$ cat src/rtl/ioflag_pkg.sv
package ioflag_pkg;
  typedef struct packed {
    logic captureIn;
    logic clearIn;
    logic loadOut;
    logic ackOut;
    logic setIen;
    logic clearIen;
  } ioStrobes_t;
endpackage

$ cat src/rtl/ioflag_ctrl.sv
module ioflag_ctrl
  import ioflag_pkg::*;
#(
  parameter int WORD_W  = 16,
  parameter int IND_BIT = 15,
  parameter int OPC_MSB = 14,
  parameter int OPC_LSB = 12,
  parameter int IO_OPC  = 7,
  parameter int BIT_INP = 11,
  parameter int BIT_OUT = 10,
  parameter int BIT_SKI = 9,
  parameter int BIT_SKO = 8,
  parameter int BIT_ION = 7,
  parameter int BIT_IOF = 6
) (
  input  logic              exeValid,
  input  logic [WORD_W-1:0] instrWord,
  input  logic              devInValid,
  input  logic              devOutAck,
  input  logic              intTaken,
  input  logic              fgi,
  input  logic              fgo,
  output ioStrobes_t        strobes,
  output logic              skipReq,
  output logic              acLoadLow
);
  localparam int OPC_W = OPC_MSB - OPC_LSB + 1;

  logic ioHit, inpHit, outHit, skiHit, skoHit, ionHit, iofHit;

  always_comb begin
    ioHit  = exeValid && instrWord[IND_BIT] &&
             (instrWord[OPC_MSB:OPC_LSB] == OPC_W'(IO_OPC));
    inpHit = ioHit && instrWord[BIT_INP];
    outHit = ioHit && instrWord[BIT_OUT];
    skiHit = ioHit && instrWord[BIT_SKI];
    skoHit = ioHit && instrWord[BIT_SKO];
    ionHit = ioHit && instrWord[BIT_ION];
    iofHit = ioHit && instrWord[BIT_IOF];

    strobes.clearIn   = inpHit;
    strobes.captureIn = devInValid && !fgi && !inpHit;
    strobes.loadOut   = outHit;
    strobes.ackOut    = devOutAck && !fgo && !outHit;
    strobes.clearIen  = iofHit || intTaken;
    strobes.setIen    = ionHit && !strobes.clearIen;

    skipReq   = (skiHit && fgi) || (skoHit && fgo);
    acLoadLow = inpHit;
  end
endmodule

$ cat src/rtl/ioflag_regs.sv
module ioflag_regs
  import ioflag_pkg::*;
#(
  parameter int BYTE_W = 8
) (
  input  logic              clk,
  input  logic              rstN,
  input  ioStrobes_t        strobes,
  input  logic [BYTE_W-1:0] devInByte,
  input  logic [BYTE_W-1:0] acLow,
  output logic [BYTE_W-1:0] inpr,
  output logic [BYTE_W-1:0] outr,
  output logic              fgi,
  output logic              fgo,
  output logic              ien
);
  always_ff @(posedge clk) begin
    if (!rstN) begin
      inpr <= '0;
      outr <= '0;
      fgi  <= 1'b0;
      fgo  <= 1'b1;
      ien  <= 1'b0;
    end else begin
      if (strobes.captureIn) inpr <= devInByte;
      if (strobes.loadOut)   outr <= acLow;

      if (strobes.clearIn)        fgi <= 1'b0;
      else if (strobes.captureIn) fgi <= 1'b1;

      if (strobes.loadOut)     fgo <= 1'b0;
      else if (strobes.ackOut) fgo <= 1'b1;

      if (strobes.clearIen)    ien <= 1'b0;
      else if (strobes.setIen) ien <= 1'b1;
    end
  end
endmodule

$ cat src/rtl/ioflag_unit.sv
module ioflag_unit
  import ioflag_pkg::*;
#(
  parameter int BYTE_W  = 8,
  parameter int WORD_W  = 16,
  parameter int IND_BIT = 15,
  parameter int OPC_MSB = 14,
  parameter int OPC_LSB = 12,
  parameter int IO_OPC  = 7,
  parameter int BIT_INP = 11,
  parameter int BIT_OUT = 10,
  parameter int BIT_SKI = 9,
  parameter int BIT_SKO = 8,
  parameter int BIT_ION = 7,
  parameter int BIT_IOF = 6
) (
  input  logic              clk,
  input  logic              rstN,
  input  logic              devInValid,
  input  logic [BYTE_W-1:0] devInByte,
  input  logic              devOutAck,
  output logic [BYTE_W-1:0] outByte,
  input  logic              exeValid,
  input  logic [WORD_W-1:0] instrWord,
  input  logic [BYTE_W-1:0] acLow,
  input  logic              intTaken,
  output logic [BYTE_W-1:0] inByte,
  output logic              acLoadLow,
  output logic              skipReq,
  output logic              fgiFlag,
  output logic              fgoFlag,
  output logic              ienFlag,
  output logic              intReq
);
  ioStrobes_t strobes;

  ioflag_ctrl #(
    .WORD_W(WORD_W), .IND_BIT(IND_BIT), .OPC_MSB(OPC_MSB), .OPC_LSB(OPC_LSB),
    .IO_OPC(IO_OPC), .BIT_INP(BIT_INP), .BIT_OUT(BIT_OUT), .BIT_SKI(BIT_SKI),
    .BIT_SKO(BIT_SKO), .BIT_ION(BIT_ION), .BIT_IOF(BIT_IOF)
  ) u_ctrl (
    .exeValid  (exeValid),
    .instrWord (instrWord),
    .devInValid(devInValid),
    .devOutAck (devOutAck),
    .intTaken  (intTaken),
    .fgi       (fgiFlag),
    .fgo       (fgoFlag),
    .strobes   (strobes),
    .skipReq   (skipReq),
    .acLoadLow (acLoadLow)
  );

  ioflag_regs #(.BYTE_W(BYTE_W)) u_regs (
    .clk      (clk),
    .rstN     (rstN),
    .strobes  (strobes),
    .devInByte(devInByte),
    .acLow    (acLow),
    .inpr     (inByte),
    .outr     (outByte),
    .fgi      (fgiFlag),
    .fgo      (fgoFlag),
    .ien      (ienFlag)
  );

  assign intReq = ienFlag && (fgiFlag || fgoFlag);
endmodule

$ cat config.mk
export PLATFORM = sky130hd
export DESIGN_NAME = ioflag_unit
export DESIGN_NICKNAME = d
export VERILOG_FILES = /design/src/rtl/ioflag_pkg.sv /design/src/rtl/ioflag_ctrl.sv /design/src/rtl/ioflag_regs.sv /design/src/rtl/ioflag_unit.sv
export SDC_FILE = /design/constraint.sdc
export NUM_CORES = 1
export LEC_CHECK = 0
export ABC_AREA = 1
export BUFFER_PORTS_ARGS = -buffer_cell sky130_fd_sc_hd__buf_4
export CAP_MARGIN = 20
export CORE_MARGIN = 2
export CORE_UTILIZATION = 44
export CTS_CLUSTER_SIZE = 20
export DETAILED_ROUTE_END_ITERATION = 10
export PLACE_DENSITY = 0.82
export SYNTH_ARGS = -nofsm -noshare
export SYNTH_HDL_FRONTEND = slang
export SYNTH_SLANG_ARGS = --single-unit
$ cat constraint.sdc
create_clock -name clk -period 1.8 [get_ports clk]
set_clock_uncertainty 0.2 [all_clocks]
set_input_delay 0.09 -clock clk [delete_from_list [all_inputs] [get_ports clk]]
set_output_delay 0.09 -clock clk [all_outputs]
set_load 0.005 [all_outputs]
### After elaboration in Yosys (flattened, before gate mapping)

Index checks and enable logic that the tools add are counted.

| storage, ports and cells | value |
|---|---|
| bits of input ports | 38 |
| bits in latches | 0 |
| memories | 0 |
| register bits after elaboration | 19 |
| RAM bits | 0 |
| bits in read-only memories | 0 |
| output and inout port bits | 22 |

| cells by class | value |
|---|---|
| eq/ne operators | 1 |
| reductions and logical operators | 27 |
| shift operators | 0 |
| div/mod/pow operators | 0 |
| muxes and demuxes | 2 |
| $mul | 0 |
| magnitude comparators | 0 |
| add/sub/neg operators | 0 |
| bitwise logic cells | 1 |

Operators by type and width:

| cell | number |
|---|---|
| $logic_and A1 B1 Y1 | 16 |
| $logic_not A1 Y1 | 5 |
| $reduce_or A2 Y1 | 2 |
| $eq A3 B3 Y1 const B | 1 |
| $logic_or A1 B1 Y1 | 3 |
| $mux W1 | 2 |
| $reduce_bool A2 Y1 | 1 |
| $not A1 Y1 | 1 |

### Depth between registers and ports, before layout

Gate-level depths: netlist of the first run.

| logic depth | value |
|---|---|
| depth after elaboration | 7 |
| mapped depth | 6 |
| depth with buffers taken out | 6 |

### By module

From an unflattened synthesis of the first run, not the netlist that was laid out.

| second synthesis, totals | value |
|---|---|
| cell total of the unflattened synthesis | 144 |
| area, all modules | 938.4 sq um |

Modules (own cells, without submodules):

| module | seq. area each (sq um) | cells an instance | area an instance (sq um) | instances |
|---|---|---|---|---|
| ioflag_regs | 380.4 | 115 | 795.8 | 1 |
| ioflag_ctrl | 0.0 | 26 | 131.4 | 1 |
| ioflag_unit | 0.0 | 3 | 11.3 | 1 |

### Worst setup path before layout of the first run

Ideal clock, no wire load.

| timing path | value |
|---|---|
| path type | reg2reg |
| start | register u_regs.fgi |
| end | register u_regs.inpr[1] |
| arrival | 861 ps |
| period minus slack after synthesis | 1175 ps |
| stages on the path, launching flop included | 6 |
| setup slack | 625 ps |
| library setup time | 113 ps |
| path buffers | 1 |
| data required time | 1487 ps |
| path through | dfxtp_1 -> nor2_4 -> buf_6 -> nand3_1 -> nand2_1 -> nor2_1 |

| on the way | value |
|---|---|
| word-level cells in the longest chain between the ends | 3 |

Ends and longest elaborated chain:

| what | RTL line | RTL |
|---|---|---|
| from (decl) | ioflag_regs.sv:13 | `output logic fgi,` |
| from (signal assigned) | ioflag_regs.sv:21 | `fgi <= 1'b0;` |
| from (signal assigned) | ioflag_regs.sv:28 | `if (strobes.clearIn) fgi <= 1'b0;` |
| from (signal assigned) | ioflag_regs.sv:29 | `else if (strobes.captureIn) fgi <= 1'b1;` |
| $logic_not A1 Y1 | ioflag_ctrl.sv:42 | `strobes.captureIn = devInValid && !fgi && !inpHit;` |
| $logic_and A1 B1 Y1 (2 in a row) | ioflag_ctrl.sv:42 |  |
| to (signal assigned) | ioflag_regs.sv:25 | `if (strobes.captureIn) inpr <= devInByte;` |
| to (decl) | ioflag_regs.sv:11 | `output logic [BYTE_W-1:0] inpr,` |

No other way between the ends.
A chain may end at the register's enable or synchronous reset.

### Final worst setup path of the first run

| timing path | value |
|---|---|
| start | input rstN |
| end | register u_regs.ien |

| on the way | value |
|---|---|
| word-level cells in the longest chain between the ends | 2 |

Ends and longest elaborated chain:

| what | RTL line | RTL |
|---|---|---|
| from (decl) | ioflag_unit.sv:18 | `input logic rstN,` |
| $not A1 Y1 (no line) | n/a |  |
| $reduce_or A2 Y1 (no line) | n/a |  |
| to (signal assigned) | ioflag_regs.sv:23 | `ien <= 1'b0;` |
| to (signal assigned) | ioflag_regs.sv:34 | `if (strobes.clearIen) ien <= 1'b0;` |
| to (signal assigned) | ioflag_regs.sv:35 | `else if (strobes.setIen) ien <= 1'b1;` |
| to (decl) | ioflag_regs.sv:15 | `output logic ien` |

No other way between the ends.

==> results of run 1 <==
## what timing repair did
| action | CTS | global route |
|---|---|---|
| buffers inserted | 0 | 0 |
| endpoints found under the hold margin | 19 | 0 |
| hold buffers | 32 | 0 |
## per-layer routing
layer / track usage (%) / routed length, µm / vias to the layer above
li1: - / - / 541
met1: 25.42 / 1101 / 465
met2: 48.89 / 1463 / 37
met3: 5.758 / 170 / 0
met4: 3.704 / 0 / 0
met5: 0 / 0 / -
## power groups by stage
stage | combinational [mW] | sequential, mW | clock, mW
2_1_floorplan | 0.0798 | 0.462 | 0
3_3_place_gp | 0.159 | 0.460 | 0
3_5_place_dp | 0.164 | 0.461 | 0
4_1_cts | 0.205 | 0.452 | 0.217
5_1_grt | 0.228 | 0.454 | 0.247
6_report | 0.209 | 0.451 | 0.209
## synth_stat cells
master	instances
nand2_1	21
inv_2	2
dfxtp_1	19
a21oi_1	2
a21oi_2	8
nand3_1	11
nand4_1	8
buf_2	3
a21boi_1	3
nor2_1	10
inv_1	13
buf_6	3
nand2_2	1
nand3_2	1
clkbuf_1	1
o211ai_1	1
o21ai_0	1
nor2_4	1
a21boi_0	5
nand3_4	1
nor2_8	1
## worst max-delay path by stage
| stage | from | cells after the start | slack (ps) | to |
|---|---|---|---|---|
| final | rstN | 5 | 210 | u_regs.ien |
| after detailed placement | u_regs.fgi | 4 | 460 | u_regs.inpr[1] |
| after CTS | rstN | 5 | 240 | u_regs.ien |
| after global placement | u_regs.fgi | 4 | 520 | u_regs.inpr[1] |
| after floorplan | u_regs.fgi | 5 | 630 | u_regs.inpr[1] |
| after global routing | rstN | 5 | 170 | u_regs.ien |
## worst max-delay path: cells and delay by family
family                 cells  cell delay [ps]
AOI/OAI and AO/OA          1              120
buffers and inverters      3             1320
and+or+nand+nor            1               90
## flip-flops by register name, summed over array words and instances, names as in the netlist
register / cells
u_regs.outr: 8
u_regs.ien: 1
u_regs.fgi: 1
u_regs.fgo: 1
u_regs.inpr: 8
## logic make-up after synthesis
kind of cell,synth area share (%)
buffers and inverters,11.72
AOI/OAI and AO/OA,16.44
and+or+nand+nor,30.86
DFF,40.97
## cells in the final DEF, fill, tap and decap left out
cell type      Yosys  layout
nor2_1            10      10
inv_1             13      13
nand3_1           11      11
nand3_2            1       1
nor2_8             1       1
nand2_1           21      21
nand4_1            8       8
nand2_2            1       1
o21ai_0            1       1
a21boi_1           3       3
a21boi_0           5       5
inv_2              2       2
dfxtp_1           19      19
dlygate4sd3_1      0      32
clkinv_2           0       1
o211ai_1           1       1
clkbuf_4           0       3
a21oi_2            8       8
a21oi_1            2       2
buf_4              0      53
nor2_4             1       1
nand3_4            1       1
## metrics by stage
stage                     setup WS (ps)  area, µm²  std cells
after floorplan                   625.5      928.4        116
after global placement            518.4       1308        189
after detailed placement          464.6       1308        189
after CTS                         241.4       1655        225
after global routing              167.8       1655        225
final                             210.3       1655        225
## cell type report
class / instances / area [µm²]
sequential: 19 / 380.4
fill: 114 / 326.6
clock inverter: 1 / 5.005
timing repair buffer: 85 / 718.2
multi-input combinational: 75 / 439.2
clock buffer: 3 / 22.52
inverter: 15 / 56.30
tap: 27 / 33.78
==> results.py, run 1 <==
metrics = {
    "status": {
        "status": "complete, no violations",
    },
    "routing": {
        "ant_nets": 0,
        "wl_mm": 2.735,
        "via_per_inst": 4.636,
        "drc_errors": 0,
        "firstDrtPassIters": 4,
        "wl_per_cell_um": 12.16,
        "dr_total_vias": 1043,
        "drt-initial-drc-count": 6,
    },
    "layout": {
        "syn_to_final_growth_pct": 78.30,
        "final_util_pct": 83.52,
        "layout-drive-gt1-share_pct": 36.36,
        "antenna_cells": 0,
        "nets": 237,
    },
    "die": {
        "rows": 16,
        "die_w_um": 49.94,
        "die_height_um": 49.94,
        "num_io_pins": 60,
        "core_area_um2": 1982,
        "initial_core_util_pct": 46.84,
        "fp.dieArea_um2": 2494,
    },
    "yosys": {
        "synth_cell_type_count": 21,
        "synthesis.area_um2": 928.4,
        "synth_fp_nets": 154,
        "postSynthAreaPerCell_um2": 8.003,
        "ys_seq_elements": 19,
        "synth-seq-area-share_pct": 40.97,
        "yosysTopAreaCell": "dfxtp_1",
        "synthCells": 116,
        "synthTopCellsByArea": "dfxtp_1 (41%), nand2_1 (8.5%), a21oi_2 (7.5%)",
        "synth.top_cell.area_share_pct": 40.97,
        "ys_warn_count": 0,
    },
    "setup_path": {
        "max_stage_delay_ps": 570,
        "r2r_start": "u_regs.fgo",
        "r2r_cells": 3,
        "crit_path_start_kind": "input pin",
        "cpMaxStageDelayCell": "dlygate4sd3_1",
        "worstPathRequired_ps": 1830,
        "path_cells": "dlygate4sd3_1 > buf_4 > nand3_1 > dlygate4sd3_1 > a21oi_1",
        "end_kind": "register",
        "r2r_end": "u_regs.fgo",
        "critPathKind": "input pin to register",
        "crit_path_frequent_cell": "dlygate4sd3_1",
        "cp_data_arrival_time_ps": 1620,
        "reg2reg_slack_ps": 340,
        "worst-path-max-fanout": 19,
    },
    "clocking": {
        "clockBufferDepth": 2,
        "clkLatencyLatePin_ps": 290,
        "clkTransAtPathRegs_ps": 110,
        "cts_tree": "done",
        "cts_buffers": 3,
        "h-tree-depth": 1,
        "cts_resized": 0,
        "clock_sinks": 19,
        "cts_root_buf": "clkbuf_4",
    },
    "power_and_ir_drop": {
        "power.switching_uw": 221.0,
        "clkPwrFrac_pct": 24.1,
        "seqPwrFrac_pct": 51.9,
        "p_int_uw": 648.4,
        "power_uw": 869.3,
        "combPwrFrac_pct": 24.0,
        "swShare_pct": 25.42,
        "peakVddDrop_mv": 0.3306,
        "power_density_nw_per_um2": 525.2,
        "power.leakage_nw": 0.7613,
    },
    "min_path": {
        "min_from": "exeValid",
        "hold_path_end": "u_regs.ien",
        "hp-class": "input pin to register",
        "hold_path_depth": 5,
    },
    "sta": {
        "relSlewSlack_pct": 69.68,
        "period_minus_slack_ps": 1590,
        "rsz0062_at_grt": "no",
        "hold_viol": 0,
        "report.final.slew_viol_count": 0,
        "period_share_pct": 88.31,
        "tns_ps": 0,
        "setup_viol": 0,
        "whs_ps": 50.45,
        "max_slew.worst_pin.slew_ps": 453.7,
        "fmaxAchievable_mhz": 629.1,
    },
    "grt": {
        "grt_pass1_wl_mm": 4.657,
        "grt_use_total_pct": 24.35,
        "grt_max_degree": 20,
        "first_global_vias": 1101,
        "antenna_found_initial": 0,
        "overflow": 0,
    },
    "job": {
        "max-cap-violations": 0,
    },
    "placement": {
        "dp_hpwl_mm": 1.598,
        "io_buffers": 53,
        "place.gp.congestion": 0.7131,
    },
}
Note: power is estimated with default switching activity, not from simulation.
==> inputs of run 2 (changes only) <==
ABC_AREA = unset   (was 1)
CORE_UTILIZATION = 41   (was 44)
PLACE_DENSITY = 0.81   (was 0.82)
==> run 2 against run 1 <==
Effect of this change:
- critical path type unchanged
- worst setup slack worse by 160 ps
- synthesized cell count shrank 23%
- non-clock buffer count decreased by 5
- critical endpoint is now u_regs.fgo
- core utilization down 4.3 points
- worst hold slack gained 60 ps
==> results.py, run 2 <==
metrics = {
    "status": {
        "status": "complete, no violations",
    },
    "routing": {
        "firstDrtPassIters": 4,
        "wl_per_cell_um": 14.76,
        "drt-initial-drc-count": 17,
        "ant_nets": 0,
        "wl_mm": 2.864,
        "dr_total_vias": 970,
        "drc_errors": 0,
        "via_per_inst": 5.000,
    },
    "setup_path": {
        "crit_path_start_kind": "input pin",
        "r2r_cells": 3,
        "path_cells": "buf_4 > and4_4 > and3_1 > o21ai_1 > dlygate4sd3_1",
        "cpMaxStageDelayCell": "dlygate4sd3_1",
        "critPathKind": "input pin to register",
        "reg2reg_slack_ps": 260,
        "worst-path-max-fanout": 9,
        "end_kind": "register",
        "cp_data_arrival_time_ps": 1730,
        "worstPathRequired_ps": 1780,
        "max_stage_delay_ps": 600,
        "r2r_end": "u_regs.ien",
        "r2r_start": "u_regs.ien",
    },
    "layout": {
        "final_cell_mix": "buf_4 (53), nand2_1 (33), dlygate4sd3_1 (26), dfxtp_1 (19), mux2i_1 (16)",
        "final_common_cell": "buf_4",
        "final_cell_area_um2": 1506,
        "n_fill_cell": 116,
        "syn_to_final_growth_pct": 86.67,
        "antenna_cells": 0,
        "reg_top3": "u_regs.inpr x8, u_regs.outr x8",
        "nets": 206,
        "layout-drive-gt1-share_pct": 35.93,
    },
    "clocking": {
        "cts_tree": "done",
        "clkTransAtPathRegs_ps": 120,
        "clock_sinks": 19,
        "cts_root_buf": "clkbuf_4",
        "h-tree-depth": 1,
        "cts_buffers": 3,
        "clkLatencyLatePin_ps": 290,
        "clockBufferDepth": 2,
    },
    "yosys": {
        "yosysTopAreaCell": "dfxtp_1",
        "synth_fp_nets": 127,
        "ys.flop_type": "dfxtp_1",
        "synthesis.area_um2": 807.0,
        "synth-seq-area-share_pct": 47.13,
        "synth_edf_count": 0,
        "ys_seq_elements": 19,
        "synth.top_cell.area_share_pct": 47.13,
        "postSynthAreaPerCell_um2": 9.068,
        "ys_warn_count": 0,
        "synthTopCellsByCount": "nand2_1 (33), dfxtp_1 (19), mux2i_1 (16)",
        "async_flop_share_pct": 0,
        "yosysMostFrequentCell": "nand2_1",
        "synth_cell_type_count": 18,
        "synthTopCellsByArea": "dfxtp_1 (47%), mux2i_1 (20%), nand2_1 (15%)",
        "synthCells": 89,
    },
    "sta": {
        "tns_ps": 0,
        "rsz0062_at_grt": "no",
        "period_minus_slack_ps": 1746,
        "relSlewSlack_pct": 65.42,
        "fmaxAchievable_mhz": 572.7,
        "hold_viol": 0,
        "report.final.slew_viol_count": 0,
        "max_slew.worst_pin.slew_ps": 518.8,
        "period_share_pct": 97.01,
        "setup_viol": 0,
    },
    "placement": {
        "dpl_cell_area_um2": 1215,
        "dp_hpwl_mm": 1.572,
        "io_buffers": 53,
        "place.gp.congestion": 0.6700,
    },
    "power_and_ir_drop": {
        "seqPwrFrac_pct": 52.6,
        "power.switching_uw": 215.2,
        "swShare_pct": 25.35,
        "clkPwrFrac_pct": 26.1,
        "peakVddDrop_mv": 0.4430,
        "p_int_uw": 633.6,
        "combPwrFrac_pct": 21.3,
        "power.leakage_nw": 0.7039,
        "power_density_nw_per_um2": 563.5,
    },
    "min_path": {
        "hold_path_end": "u_regs.inpr[7]",
        "hp-class": "input pin to register",
        "min_from": "instrWord[11]",
        "hold_path_depth": 4,
    },
    "die": {
        "die_height_um": 48.37,
        "num_io_pins": 60,
        "rows": 16,
        "fp.dieArea_um2": 2339,
        "initial_core_util_pct": 42.43,
        "die_w_um": 48.37,
        "core_area_um2": 1902,
    },
    "grt": {
        "grt_pass1_wl_mm": 4.940,
        "antenna_found_initial": 0,
        "grt_max_degree": 36,
        "grt_use_total_pct": 27.12,
        "first_global_vias": 1021,
        "overflow": 0,
    },
    "job": {
        "max-cap-violations": 0,
    },
}
==> run 2: how the worst max path moves through the flow <==
stage                        startpoint        endpoint  slack [ps]  cells after the start
after CTS                          rstN      u_regs.ien          40                      4
after global routing      instrWord[15]      u_regs.fgo          30                      5
after global placement    instrWord[15]  u_regs.outr[3]         370                      4
after floorplan           instrWord[15]  u_regs.inpr[0]         400                      4
final                     instrWord[15]      u_regs.fgo          50                      5
after detailed placement  instrWord[15]  u_regs.outr[1]         320                      4
==> run 2: logic make-up after synthesis <==
| family | share of synthesized area, % |
|---|---|
| and+or+nand+nor | 21.55 |
| DFF | 47.13 |
| AOI/OAI and AO/OA | 7.132 |
| buffers and inverters | 4.339 |
| muxes | 19.84 |
==> run 2: cell type report <==
class / count / area, µm² / share of cell area [%]
clock buffer: 3 / 22.52 / 1.495
clock inverter: 1 / 5.005 / 0.3322
inverter: 1 / 3.754 / 0.2492
multi-input combinational: 63 / 391.6 / 26.00
sequential: 19 / 380.4 / 25.25
tap: 27 / 33.78 / 2.243
timing repair buffer: 80 / 669.4 / 44.44
==> run 2: timing repair <==
action                                 in CTS  in global routing
setup endpoints to repair                   0                  2
resized for setup                           0                  1
hold buffers                               26                  0
setup buffers                               0                  0
endpoints found under the hold margin      19                  0
==> run 2: per-layer routing <==
metal	GRT usage, %	share of wire, %	vias to the layer above
li1	-	-	453
met1	30.72	39	466
met2	47.22	52	43
met3	6.481	6.6	8
met4	14.29	2.2	0
met5	0	0	-
==> run 2: power by group through the flow <==
stage | clock network, mW | registers (mW) | logic [mW]
final | 0.221 | 0.446 | 0.181
after global routing | 0.251 | 0.448 | 0.194
after CTS | 0.222 | 0.445 | 0.175
after detailed placement | 0 | 0.455 | 0.135
after global placement | 0 | 0.453 | 0.129
after floorplan | 0 | 0.455 | 0.0480
==> run 2: stage by stage <==
stage / setup slack (ps) / cells / total power [mW] / hold WS, ps / util (%)
floorplan: 402.6 / 89 / 0.5029 / -34.30 / -
CTS: 42.01 / 194 / 0.8420 / 96.86 / 79.01
global route: 29.88 / 194 / 0.8933 / 90.77 / 79.21
global placement: 369.0 / 164 / 0.5829 / 53.04 / 63.88
detailed placement: 321.8 / 164 / 0.5895 / 60.40 / 63.88
finish: 53.83 / 194 / 0.8488 / 110.7 / 79.21
==> run 2: critical path: cells and delay by family <==
kind	cells	cell delay, ps
simple gates	2	790
compound gates	1	160
buf+inv	2	680
